==> src/rtl/dpsram_arb_pkg.sv <==
// Shared definitions for the two-bank SRAM arbiter.
// Assumes exactly two banks (upper and lower) and two masters.
package dpsram_arb_pkg;
    localparam int NUM_BANKS = 2;

    typedef enum logic {
        SRC_CPU = 1'b0,
        SRC_DMA = 1'b1
    } src_e;
endpackage

==> src/rtl/dpsram_cfg_regs.sv <==
// Configuration and error state of the arbiter.
// Holds the processor-side register (priority bits, share enable), the
// second register (side enable) and the sticky DMA error flag.
// Assumes write strobes are single-cycle pulses; all state resets to 0.
module dpsram_cfg_regs (
    input  logic       clk,
    input  logic       rst_n,
    input  logic       pri_wr,
    input  logic [1:0] pri_cpu_first,
    input  logic       pri_share_en,
    input  logic       side_wr,
    input  logic       side_share_en,
    input  logic       dma_req,
    output logic [1:0] cpu_first,
    output logic       dma_ok,
    output logic       dma_err
);
    logic share_q;
    logic side_q;

    // Processor-side register: priority bits and share enable.
    always_ff @(posedge clk) begin
        if (!rst_n) begin
            cpu_first <= 2'b00;
            share_q   <= 1'b0;
        end else if (pri_wr) begin
            cpu_first <= pri_cpu_first;
            share_q   <= pri_share_en;
        end
    end

    // Second register: side enable.
    always_ff @(posedge clk) begin
        if (!rst_n) begin
            side_q <= 1'b0;
        end else if (side_wr) begin
            side_q <= side_share_en;
        end
    end

    // DMA is permitted only when both registers agree.
    always_comb begin
        dma_ok = share_q && side_q;
    end

    // Sticky error: set by a DMA request that cannot be served.
    always_ff @(posedge clk) begin
        if (!rst_n) begin
            dma_err <= 1'b0;
        end else if (dma_req && !dma_ok) begin
            dma_err <= 1'b1;
        end
    end

    a_r9_err_sticky: assert property (@(posedge clk) disable iff (!rst_n)
        dma_err |=> dma_err);

    a_r9_err_set: assert property (@(posedge clk) disable iff (!rst_n)
        (dma_req && !dma_ok) |=> dma_err);
endmodule

==> src/rtl/dpsram_bank_arb.sv <==
// Arbiter and request multiplexer for one SRAM bank.
// Decides the owner of the bank for this cycle from the two qualified
// requests and the bank's static priority bit (1 = processor first),
// then drives the bank's control, address and write data from the owner.
// Assumes the DMA request is already gated by the share enables.
module dpsram_bank_arb
    import dpsram_arb_pkg::*;
#(
    parameter int BANK_ID = 0,
    parameter int WADDR_W = 13,
    parameter int DATA_W  = 32
) (
    input  logic                clk,
    input  logic                rst_n,
    input  logic                cpu_req,
    input  logic                cpu_bank,
    input  logic [WADDR_W-1:0]  cpu_waddr,
    input  logic                cpu_we,
    input  logic [DATA_W/8-1:0] cpu_be,
    input  logic [DATA_W-1:0]   cpu_wdata,
    input  logic                dma_req,
    input  logic                dma_bank,
    input  logic [WADDR_W-1:0]  dma_waddr,
    input  logic                dma_we,
    input  logic [DATA_W/8-1:0] dma_be,
    input  logic [DATA_W-1:0]   dma_wdata,
    input  logic                cpu_first,
    output logic                gnt_cpu,
    output logic                gnt_dma,
    output logic                bank_en,
    output logic                bank_we,
    output logic [WADDR_W-1:0]  bank_waddr,
    output logic [DATA_W/8-1:0] bank_be,
    output logic [DATA_W-1:0]   bank_wdata
);
    localparam logic MY_SEL = (BANK_ID != 0);

    logic cpu_hit;
    logic dma_hit;
    src_e owner;

    // Match each master's request against this bank.
    always_comb begin
        cpu_hit = cpu_req && (cpu_bank == MY_SEL);
        dma_hit = dma_req && (dma_bank == MY_SEL);
    end

    // Static priority resolution of a same-bank conflict.
    always_comb begin
        if (cpu_hit && dma_hit) begin
            owner = cpu_first ? SRC_CPU : SRC_DMA;
        end else if (dma_hit) begin
            owner = SRC_DMA;
        end else begin
            owner = SRC_CPU;
        end
        gnt_cpu = cpu_hit && (owner == SRC_CPU);
        gnt_dma = dma_hit && (owner == SRC_DMA);
    end

    // Steer the owner's access onto the bank.
    always_comb begin
        bank_en = gnt_cpu || gnt_dma;
        if (owner == SRC_DMA) begin
            bank_we    = gnt_dma && dma_we;
            bank_waddr = dma_waddr;
            bank_be    = dma_be;
            bank_wdata = dma_wdata;
        end else begin
            bank_we    = gnt_cpu && cpu_we;
            bank_waddr = cpu_waddr;
            bank_be    = cpu_be;
            bank_wdata = cpu_wdata;
        end
    end

    a_r5_single_owner: assert property (@(posedge clk) disable iff (!rst_n)
        !(gnt_cpu && gnt_dma));

    a_r5_grant_has_req: assert property (@(posedge clk) disable iff (!rst_n)
        (gnt_cpu |-> cpu_req) and (gnt_dma |-> dma_req));
endmodule

==> src/rtl/dpsram_rd_return.sv <==
// Read-data return path for one master.
// Remembers which bank served the master's last granted read and routes
// that bank's registered output to the master one cycle later.
// Assumes the SRAM banks present read data the cycle after enable.
module dpsram_rd_return #(
    parameter int DATA_W = 32
) (
    input  logic              clk,
    input  logic              rst_n,
    input  logic              rdy,
    input  logic              we,
    input  logic              bank,
    input  logic [2*DATA_W-1:0] bank_rdata,
    output logic [DATA_W-1:0] rdata
);
    logic bank_q;

    // Capture the bank of a granted read.
    always_ff @(posedge clk) begin
        if (!rst_n) begin
            bank_q <= 1'b0;
        end else if (rdy && !we) begin
            bank_q <= bank;
        end
    end

    // Select the bank output that holds this master's data.
    always_comb begin
        rdata = bank_q ? bank_rdata[DATA_W +: DATA_W] : bank_rdata[0 +: DATA_W];
    end
endmodule

==> src/rtl/dpsram_arbiter.sv <==
// Two-bank shared SRAM arbiter for a processor port and a DMA port.
// The top word-address bit picks the bank; each bank is arbitrated
// independently with a static priority bit. DMA is gated by two enables.
// Assumes masters hold request and address stable until ready.
module dpsram_arbiter
    import dpsram_arb_pkg::*;
#(
    parameter int ADDR_W = 14,
    parameter int DATA_W = 32
) (
    input  logic                          clk,
    input  logic                          rst_n,
    input  logic                          pri_wr,
    input  logic [1:0]                    pri_cpu_first,
    input  logic                          pri_share_en,
    input  logic                          side_wr,
    input  logic                          side_share_en,
    input  logic                          cpu_req,
    input  logic [ADDR_W-1:0]             cpu_addr,
    input  logic                          cpu_we,
    input  logic [DATA_W/8-1:0]           cpu_be,
    input  logic [DATA_W-1:0]             cpu_wdata,
    output logic                          cpu_rdy,
    output logic [DATA_W-1:0]             cpu_rdata,
    input  logic                          dma_req,
    input  logic [ADDR_W-1:0]             dma_addr,
    input  logic                          dma_we,
    input  logic [DATA_W/8-1:0]           dma_be,
    input  logic [DATA_W-1:0]             dma_wdata,
    output logic                          dma_rdy,
    output logic [DATA_W-1:0]             dma_rdata,
    output logic                          dma_err,
    output logic [1:0]                    bank_en,
    output logic [1:0]                    bank_we,
    output logic [2*(ADDR_W-1)-1:0]       bank_waddr,
    output logic [2*(DATA_W/8)-1:0]       bank_be,
    output logic [2*DATA_W-1:0]           bank_wdata,
    input  logic [2*DATA_W-1:0]           bank_rdata
);
    localparam int WADDR_W = ADDR_W - 1;
    localparam int BE_W    = DATA_W / 8;
    localparam int MSB     = ADDR_W - 1;

    logic [1:0]           cpu_first;
    logic                 dma_ok;
    logic                 dma_req_ok;
    logic [NUM_BANKS-1:0] gnt_cpu_b;
    logic [NUM_BANKS-1:0] gnt_dma_b;

    dpsram_cfg_regs u_cfg (
        .clk           (clk),
        .rst_n         (rst_n),
        .pri_wr        (pri_wr),
        .pri_cpu_first (pri_cpu_first),
        .pri_share_en  (pri_share_en),
        .side_wr       (side_wr),
        .side_share_en (side_share_en),
        .dma_req       (dma_req),
        .cpu_first     (cpu_first),
        .dma_ok        (dma_ok),
        .dma_err       (dma_err)
    );

    // DMA requests only reach the banks when sharing is permitted.
    always_comb begin
        dma_req_ok = dma_req && dma_ok;
    end

    for (genvar b = 0; b < NUM_BANKS; b++) begin : g_bank
        dpsram_bank_arb #(
            .BANK_ID (b),
            .WADDR_W (WADDR_W),
            .DATA_W  (DATA_W)
        ) u_arb (
            .clk        (clk),
            .rst_n      (rst_n),
            .cpu_req    (cpu_req),
            .cpu_bank   (cpu_addr[MSB]),
            .cpu_waddr  (cpu_addr[WADDR_W-1:0]),
            .cpu_we     (cpu_we),
            .cpu_be     (cpu_be),
            .cpu_wdata  (cpu_wdata),
            .dma_req    (dma_req_ok),
            .dma_bank   (dma_addr[MSB]),
            .dma_waddr  (dma_addr[WADDR_W-1:0]),
            .dma_we     (dma_we),
            .dma_be     (dma_be),
            .dma_wdata  (dma_wdata),
            .cpu_first  (cpu_first[b]),
            .gnt_cpu    (gnt_cpu_b[b]),
            .gnt_dma    (gnt_dma_b[b]),
            .bank_en    (bank_en[b]),
            .bank_we    (bank_we[b]),
            .bank_waddr (bank_waddr[b*WADDR_W +: WADDR_W]),
            .bank_be    (bank_be[b*BE_W +: BE_W]),
            .bank_wdata (bank_wdata[b*DATA_W +: DATA_W])
        );
    end

    // A master is ready when any bank grants it.
    always_comb begin
        cpu_rdy = |gnt_cpu_b;
        dma_rdy = |gnt_dma_b;
    end

    dpsram_rd_return #(.DATA_W(DATA_W)) u_ret_cpu (
        .clk        (clk),
        .rst_n      (rst_n),
        .rdy        (cpu_rdy),
        .we         (cpu_we),
        .bank       (cpu_addr[MSB]),
        .bank_rdata (bank_rdata),
        .rdata      (cpu_rdata)
    );

    dpsram_rd_return #(.DATA_W(DATA_W)) u_ret_dma (
        .clk        (clk),
        .rst_n      (rst_n),
        .rdy        (dma_rdy),
        .we         (dma_we),
        .bank       (dma_addr[MSB]),
        .bank_rdata (bank_rdata),
        .rdata      (dma_rdata)
    );

    a_r2_split_banks: assert property (@(posedge clk) disable iff (!rst_n)
        (cpu_req && dma_req && dma_ok && (cpu_addr[MSB] != dma_addr[MSB]))
        |-> (cpu_rdy && dma_rdy));

    a_r3_upper_cpu_first: assert property (@(posedge clk) disable iff (!rst_n)
        (cpu_req && dma_req && dma_ok && cpu_addr[MSB] && dma_addr[MSB] && cpu_first[1])
        |-> (cpu_rdy && !dma_rdy));

    a_r3_upper_dma_first: assert property (@(posedge clk) disable iff (!rst_n)
        (cpu_req && dma_req && dma_ok && cpu_addr[MSB] && dma_addr[MSB] && !cpu_first[1])
        |-> (dma_rdy && !cpu_rdy));

    a_r4_lower_cpu_first: assert property (@(posedge clk) disable iff (!rst_n)
        (cpu_req && dma_req && dma_ok && !cpu_addr[MSB] && !dma_addr[MSB] && cpu_first[0])
        |-> (cpu_rdy && !dma_rdy));

    a_r4_lower_dma_first: assert property (@(posedge clk) disable iff (!rst_n)
        (cpu_req && dma_req && dma_ok && !cpu_addr[MSB] && !dma_addr[MSB] && !cpu_first[0])
        |-> (dma_rdy && !cpu_rdy));

    a_r8_dma_blocked: assert property (@(posedge clk) disable iff (!rst_n)
        !dma_ok |-> !dma_rdy);

    a_r5_idle_not_ready: assert property (@(posedge clk) disable iff (!rst_n)
        (!cpu_req |-> !cpu_rdy) and (!dma_req |-> !dma_rdy));
endmodule

==> config.mk <==
export PLATFORM = sky130hd
export DESIGN_NAME = dpsram_arbiter
export DESIGN_NICKNAME = d
export VERILOG_FILES = /design/src/rtl/dpsram_arb_pkg.sv /design/src/rtl/dpsram_cfg_regs.sv /design/src/rtl/dpsram_bank_arb.sv /design/src/rtl/dpsram_rd_return.sv /design/src/rtl/dpsram_arbiter.sv
export SDC_FILE = /design/constraint.sdc
export NUM_CORES = 1
export LEC_CHECK = 0
export CORE_AREA = 2 2 135 137
export CTS_CLUSTER_SIZE = 40
export DETAILED_ROUTE_END_ITERATION = 7
export DIE_AREA = 0 0 137 139
export SLEW_MARGIN = 20
export SYNTH_ARGS = -nofsm -noshare
export SYNTH_HDL_FRONTEND = slang
export SYNTH_HIERARCHICAL = 1
export SYNTH_SLANG_ARGS = --single-unit
==> constraint.sdc <==
create_clock -name clk -period 2.11 [get_ports clk]
set_clock_uncertainty 0.15 [all_clocks]
set_input_delay 0.422 -clock clk [delete_from_list [all_inputs] [get_ports clk]]
set_output_delay 0.422 -clock clk [all_outputs]
set_load 0.01 [all_outputs]
==> results_dict.tcl, run 1 <==
set metrics [dict create \
    synth.most_common_cell "mux2_4" \
    cp_cell_sequence "and2_4 -> and2_4 -> nand2b_4 -> a21o_4 -> buf_12 -> buf_12 -> mux2_4 -> buf_6" \
    vias_per_cell 4.14 \
    cpPeakStageDelay_ns 0.31 \
    grt_pass1_vias 4013 \
    fmax_mhz 405 \
    cp_max_fo 8 \
    p_per_area_mw_per_mm2 223 \
    hold_violations 0 \
    ys_warn_count 6 \
    maxCapViolCount 0 \
    dr.pass1.iters 4 \
    synth_common_cells "154 x mux2_4, 11 x buf_12, 10 x nand2_1" \
    power_leakage_nw 3.81 \
    grt_overflow 0 \
    hold_slack_ns 0.305 \
    relSlewSlack 0.770 \
    dieArea_mm2 0.0190 \
    top_layer "met4" \
    min_period_over_period 1.17 \
    r2r_end "u_ret_cpu/bank_q" \
    setup_violations 102 \
    rsz0062_at_grt "true" \
    die_x_um 137 \
    design_area_mm2 0.00768 \
    crit_arrival_ns 1.90 \
    worst_slack_ns -0.361 \
    synthCells 231 \
    io_pins 345 \
    postPlaceCellArea_mm2 0.00697 \
    drt_iter0_markers 51 \
    status "complete, but fails checks" \
    synth_edf_count 0 \
    grt_usage 0.139 \
    slew_violations 0 \
    worstRegToRegCells 11 \
    yosys_register_bits 7 \
    wl_met2_um 8220 \
    vias 3630 \
    die_y_um 139 \
    netlist.area_leader.share 0.739 \
    max-clock-path-buffers 2 \
    drive_gt1_frac 0.576 \
    root_buffer "clkbuf_16" \
    endpoint "bank_wdata[31]" \
    endpoint_kind "output pin" \
    wl_met1_um 4940 \
    fin_setup_tns_ns -25.60 \
    cts_tree "yes" \
    h-tree-depth 1 \
    coreArea_mm2 0.0177 \
    clk_pin_slew_ns 0.04 \
    cp-start-kind "flip-flop" \
    ys.flop_type "dfxtp_1" \
    grt_first_pass_wirelength_um 21100 \
    crit_type "reg2out" \
    clock_latency_ns 0.23 \
    instances_no_fill 877 \
    worstReg2RegStart "u_cfg/share_q" \
    cts_hold_buf 0 \
    syn_avg_cell_area_um2 13.6 \
    r2r_slack_ns 0.13 \
    dp_hpwl_um 11700 \
    synth_area_mm2 0.00313 \
    slowest_stage "dfxtp_2" \
    initial_core_util 0.177 \
    async_flop_share 0 \
    drcViolationCount 0 \
    startpoint "u_cfg/share_q" \
    syn2layout_area_growth_pct 145 \
    hold_path_class "reg2reg" \
    ys_seq_area_frac 0.0448 \
    worst_pin_slew_ns 0.344 \
    yosysUniqueCellTypes 24 \
    failed_checks "negative setup slack" \
    cts_inserted_buffers 3 \
    antenna_cells 0 \
    place_congestion 0.973 \
    critical_path_required_ns 1.54 \
    total_power_mw 1.71 \
    period_needed_ns 2.47 \
    grt_max_degree 14 \
    placedCellCount 825 \
    ant_nets 0 \
    irDropWorstVdd_v 0.000184 \
    synth_top_area_cell "mux2_4" \
    port_buffers 344 \
    rows 49 \
    routed-wl-met3_um 1530 \
    synthTopCellsByArea "mux2_4 74%, buf_12 7.0%, dfxtp_1 4.5%, buf_6 2.9%, mux2_2 2.5%" \
    wl_per_cell_um 16.9 \
    cts_sinks 7 \
    wl_um 14900 \
    finalNetCount 825 \
    synthesis.nets 407 \
    antenna_found_initial 0 \
]
==> worst max-delay path: cells and delay by family, from the launching register on <==
kind / cells / cell delay [ns]
buffers and inverters: 3 / 0.41
and+or+nand+nor: 3 / 0.39
DFF: 1 / 0.31
muxes: 1 / 0.29
AOI/OAI and AO/OA: 1 / 0.26
==> power breakdown <==
group	switching, mW	internal (mW)
clock	0.0754	0.252
combinational	0.411	0.830
sequential	0.00511	0.140
==> registers in the layout (all words and copies together), names as in the netlist <==
name / count
u_cfg/cpu_first: 2
u_cfg/dma_err: 1
u_cfg/share_q: 1
u_cfg/side_q: 1
u_ret_cpu/bank_q: 1
u_ret_dma/bank_q: 1
==> what timing repair did <==
action                     4_1_cts  5_1_grt
gates cloned                     6        3
setup endpoints to repair      170      109
pin swaps                        7        5
gates resized for setup        400      242
setup buffers                   28       18
==> logic make-up after synthesis <==
logic type	share of synthesized area
buf+inv	0.104
simple gates	0.0524
compound gates	0.0124
flops	0.0448
mux	0.787
==> final cells by class <==
cell class                 instances  area, um^2
clock buffer                       4        78.8
sequential                         7         148
timing repair buffer             431        4440
fill                            1648        9980
multi-input combinational        202        2710
inverter                           4        17.5
tap                              229         287
==> per-stage QoR <==
step / utilization / setup slack (ns)
3_5_place_dp: 0.395 / -0.987
6_report: 0.435 / -0.361
3_3_place_gp: 0.395 / -0.970
5_1_grt: 0.435 / -0.423
4_1_cts: 0.418 / -0.487
2_1_floorplan: - / 0.0665
==> cells in the final DEF, fill, tap and decap left out, drive strengths merged <==
cell type and n:
and2 2, dfxtp 7, a21o 2, o211ai 1, o2111ai 1, nand2 10, clkdlybuf4s15 10, or2 2
nand2b 2, mux2i 6, clkbuf 28, nor2b 7, buf 168, clkdlybuf4s50 170, nand3 2, inv 4
nor2 2, dlygate4sd2 59, mux2 162, o21ai 3
==> worst min-delay path by stage <==
stage / from / cells past startpoint / end / slack (ns)
final: u_cfg/dma_err / 2 / u_cfg/dma_err / 0.30
after global routing: u_cfg/dma_err / 2 / u_cfg/dma_err / 0.34
after CTS: u_cfg/dma_err / 2 / u_cfg/dma_err / 0.30
after detailed placement: u_cfg/dma_err / 2 / u_cfg/dma_err / 0.29
after global placement: u_cfg/dma_err / 2 / u_cfg/dma_err / 0.29
after floorplan: u_cfg/side_q / 2 / u_cfg/side_q / 0.32
==> metal layers <==
| layer | up-vias | GRT usage |
|---|---|---|
| li1 | 1694 | - |
| met1 | 1695 | 0.139 |
| met2 | 227 | 0.283 |
| met3 | 14 | 0.0351 |
| met4 | 0 | 0.0233 |
| met5 | - | 0 |
(Power assumes the default switching activity.)
==> inputs of run 2 (changes only) <==
ABC_AREA = 1   (was unset)
CORE_AREA = 2 2 133 135   (was 2 2 135 137)
DIE_AREA = 0 0 135 137   (was 0 0 137 139)
==> run 2 against run 1 <==
- the flow still finishes with violations (negative setup slack)
- largest cell class unchanged
- largest power group unchanged
- cell count up 38%
- count of clock-buffer cells in the layout unchanged
- critical endpoint is now bank_waddr[7]
- core utilization grew 2.1 points
- sequential share of layout area barely moved
==> results_dict.tcl, run 2 <==
set metrics [dict create \
    synth_common_cells "371 x nand2_1, 83 x inv_1, 40 x o21ai_2" \
    relSlewSlack 0.843 \
    syn_avg_cell_area_um2 4.76 \
    root_buffer "clkbuf_16" \
    critical_path_required_ns 1.54 \
    design_area_mm2 0.00778 \
    port_buffers 344 \
    endpoint_kind "output pin" \
    drt_iter0_markers 81 \
    p_per_area_mw_per_mm2 223 \
    synth_top_family_by_area "simple AND/OR/NAND/NOR gates" \
    initial_core_util 0.165 \
    synth_top_area_cell "nand2_1" \
    antenna_cells 0 \
    drive_gt1_frac 0.399 \
    irDropWorstVdd_v 0.000231 \
    ys_warn_count 6 \
    place_congestion 0.824 \
    top_register "u_cfg/cpu_first" \
    clk_pin_slew_ns 0.04 \
    drcViolationCount 0 \
    postLayoutCoreUtil 0.456 \
    max-clock-path-buffers 2 \
    grt_first_pass_wirelength_um 25200 \
    status "complete, but fails checks" \
    dr.pass1.iters 4 \
    synthTopCellsByArea "nand2_1 49%, o21ai_2 12%, inv_1 11%, buf_6 8.8%, dfxtp_1 5.0%" \
    cts_inserted_buffers 3 \
    worstRegToRegCells 19 \
    largest_reg_flops 2 \
    hold_slack_ns 0.294 \
    min_period_over_period 1.09 \
    synthesis.nets 769 \
    final_common_cell "nand2_1" \
    power_leakage_nw 4.04 \
    hold_violations 0 \
    failed_checks "negative setup slack" \
    dp_hpwl_um 12600 \
    syn2layout_area_growth_pct 176 \
    worst_pin_slew_ns 0.235 \
    grt_usage 0.173 \
    slew_violations 0 \
    synthMuxAreaShare 0 \
    cp_max_fo 6 \
    die_x_um 135 \
    cts_hold_buf 0 \
    netlist.area_leader.share 0.494 \
    ys.flop_type "dfxtp_1" \
    antenna_found_initial 0 \
    yosysUniqueCellTypes 17 \
    period_needed_ns 2.31 \
    synth.most_common_cell "nand2_1" \
    synth_edf_count 0 \
    maxCapViolCount 0 \
    clock_latency_ns 0.23 \
    grt_overflow 0 \
    async_flop_share 0 \
    hold_path_class "reg2reg" \
    die_y_um 137 \
    rsz0062_at_grt "true" \
    io_pins 345 \
    synth-simple-area-share 0.541 \
    ys_seq_area_frac 0.0497 \
    synthCells 593 \
    worst_slack_ns -0.196 \
    synth_xor_xnor_area_share 0 \
    dieArea_mm2 0.0185 \
    ant_nets 0 \
    cts_tree "yes" \
    rows 48 \
    postPlaceCellArea_mm2 0.00657 \
    vias 5079 \
    total_power_mw 1.74 \
    crit_type "in2out" \
    grt_pass1_vias 4666 \
    wl_um 18000 \
    coreArea_mm2 0.0171 \
    synth_area_mm2 0.00282 \
    cts_sinks 7 \
    setup_violations 99 \
    synth_fa_ha_area_frac 0 \
    cp-start-kind "input port" \
    vias_per_cell 4.21 \
    grt_max_degree 38 \
    h-tree-depth 1 \
    fmax_mhz 434 \
    yosys_register_bits 7 \
    holdPathStages 2 \
    wl_per_cell_um 14.9 \
    final_cell_mix "222 x nand2_1, 172 x clkdlybuf4s50_1, 107 x nand2_2, 78 x inv_1, 65 x dlygate4sd2_1" \
    synth-compound-area-share 0.179 \
    crit_arrival_ns 1.73 \
    finalNetCount 1158 \
]
-- run 2: metal layers --
layer,GRT usage,up-vias,part of all wire
li1,-,2545,-
met1,0.199,2275,0.38
met2,0.325,241,0.51
met3,0.0426,18,0.094
met4,0.0324,0,0.012
met5,0,-,0
-- run 2: layout make-up --
class | instances | area (um^2)
Clock buffer | 4 | 78.8
Fill cell | 1835 | 9280
Inverter | 86 | 345
Multi-Input combinational cell | 466 | 2640
Sequential cell | 7 | 148
Tap cell | 225 | 282
Timing Repair Buffer | 417 | 4270
Timing Repair inverter | 1 | 11.3
-- run 2: power by group --
| group | internal (mW) | leakage [nW] | switching, mW | total [mW] |
|---|---|---|---|---|
| clock | 0.251 | 0.0382 | 0.0687 | 0.320 |
| sequential | 0.141 | 0.0597 | 0.00737 | 0.149 |
| combinational | 0.711 | 3.94 | 0.559 | 1.27 |
-- run 2: final timing paths --
kind | startpoint | endpoint | slack, ns
hold / removal | u_cfg/dma_err | u_cfg/dma_err | 0.29
setup / recovery | dma_addr[13] | bank_waddr[7] | -0.20
hold reg to reg | u_cfg/dma_err | u_cfg/dma_err | 0.29
setup reg to reg | u_cfg/share_q | u_ret_dma/bank_q | 0.01
-- run 2: logic make-up after synthesis --
| kind of cell | count (synthesis) |
|---|---|
| compound gates | 71 |
| simple gates | 395 |
| buf+inv | 120 |
| flops | 7 |
-- run 2: critical path: stages --
cell	delay [ns]
clkdlybuf4s15_1	0.23
buf_4	0.17
nor2_4	0.14
nand2_4	0.10
buf_8	0.16
bufbuf_16	0.27
nand2_1	0.05
nand2_1	0.05
buf_2	0.13
-- run 2: through the flow --
| step | cells | setup TNS (ns) | setup slack [ns] |
|---|---|---|---|
| 2_1_floorplan | 593 | 0 | 0.400 |
| 3_3_place_gp | 1160 | -76.86 | -0.760 |
| 3_5_place_dp | 1160 | -78.60 | -0.766 |
| 6_report | 1206 | -8.92 | -0.196 |
| 4_1_cts | 1207 | -12.46 | -0.207 |
| 5_1_grt | 1206 | -17.36 | -0.274 |
-- run 2: timing repair --
item / in CTS / in global routing
setup endpoints to repair: 169 / 104
gates resized for setup: 621 / 168
buffers inserted: 27 / 6
pin swaps: 57 / 50
gates cloned: 17 / 1
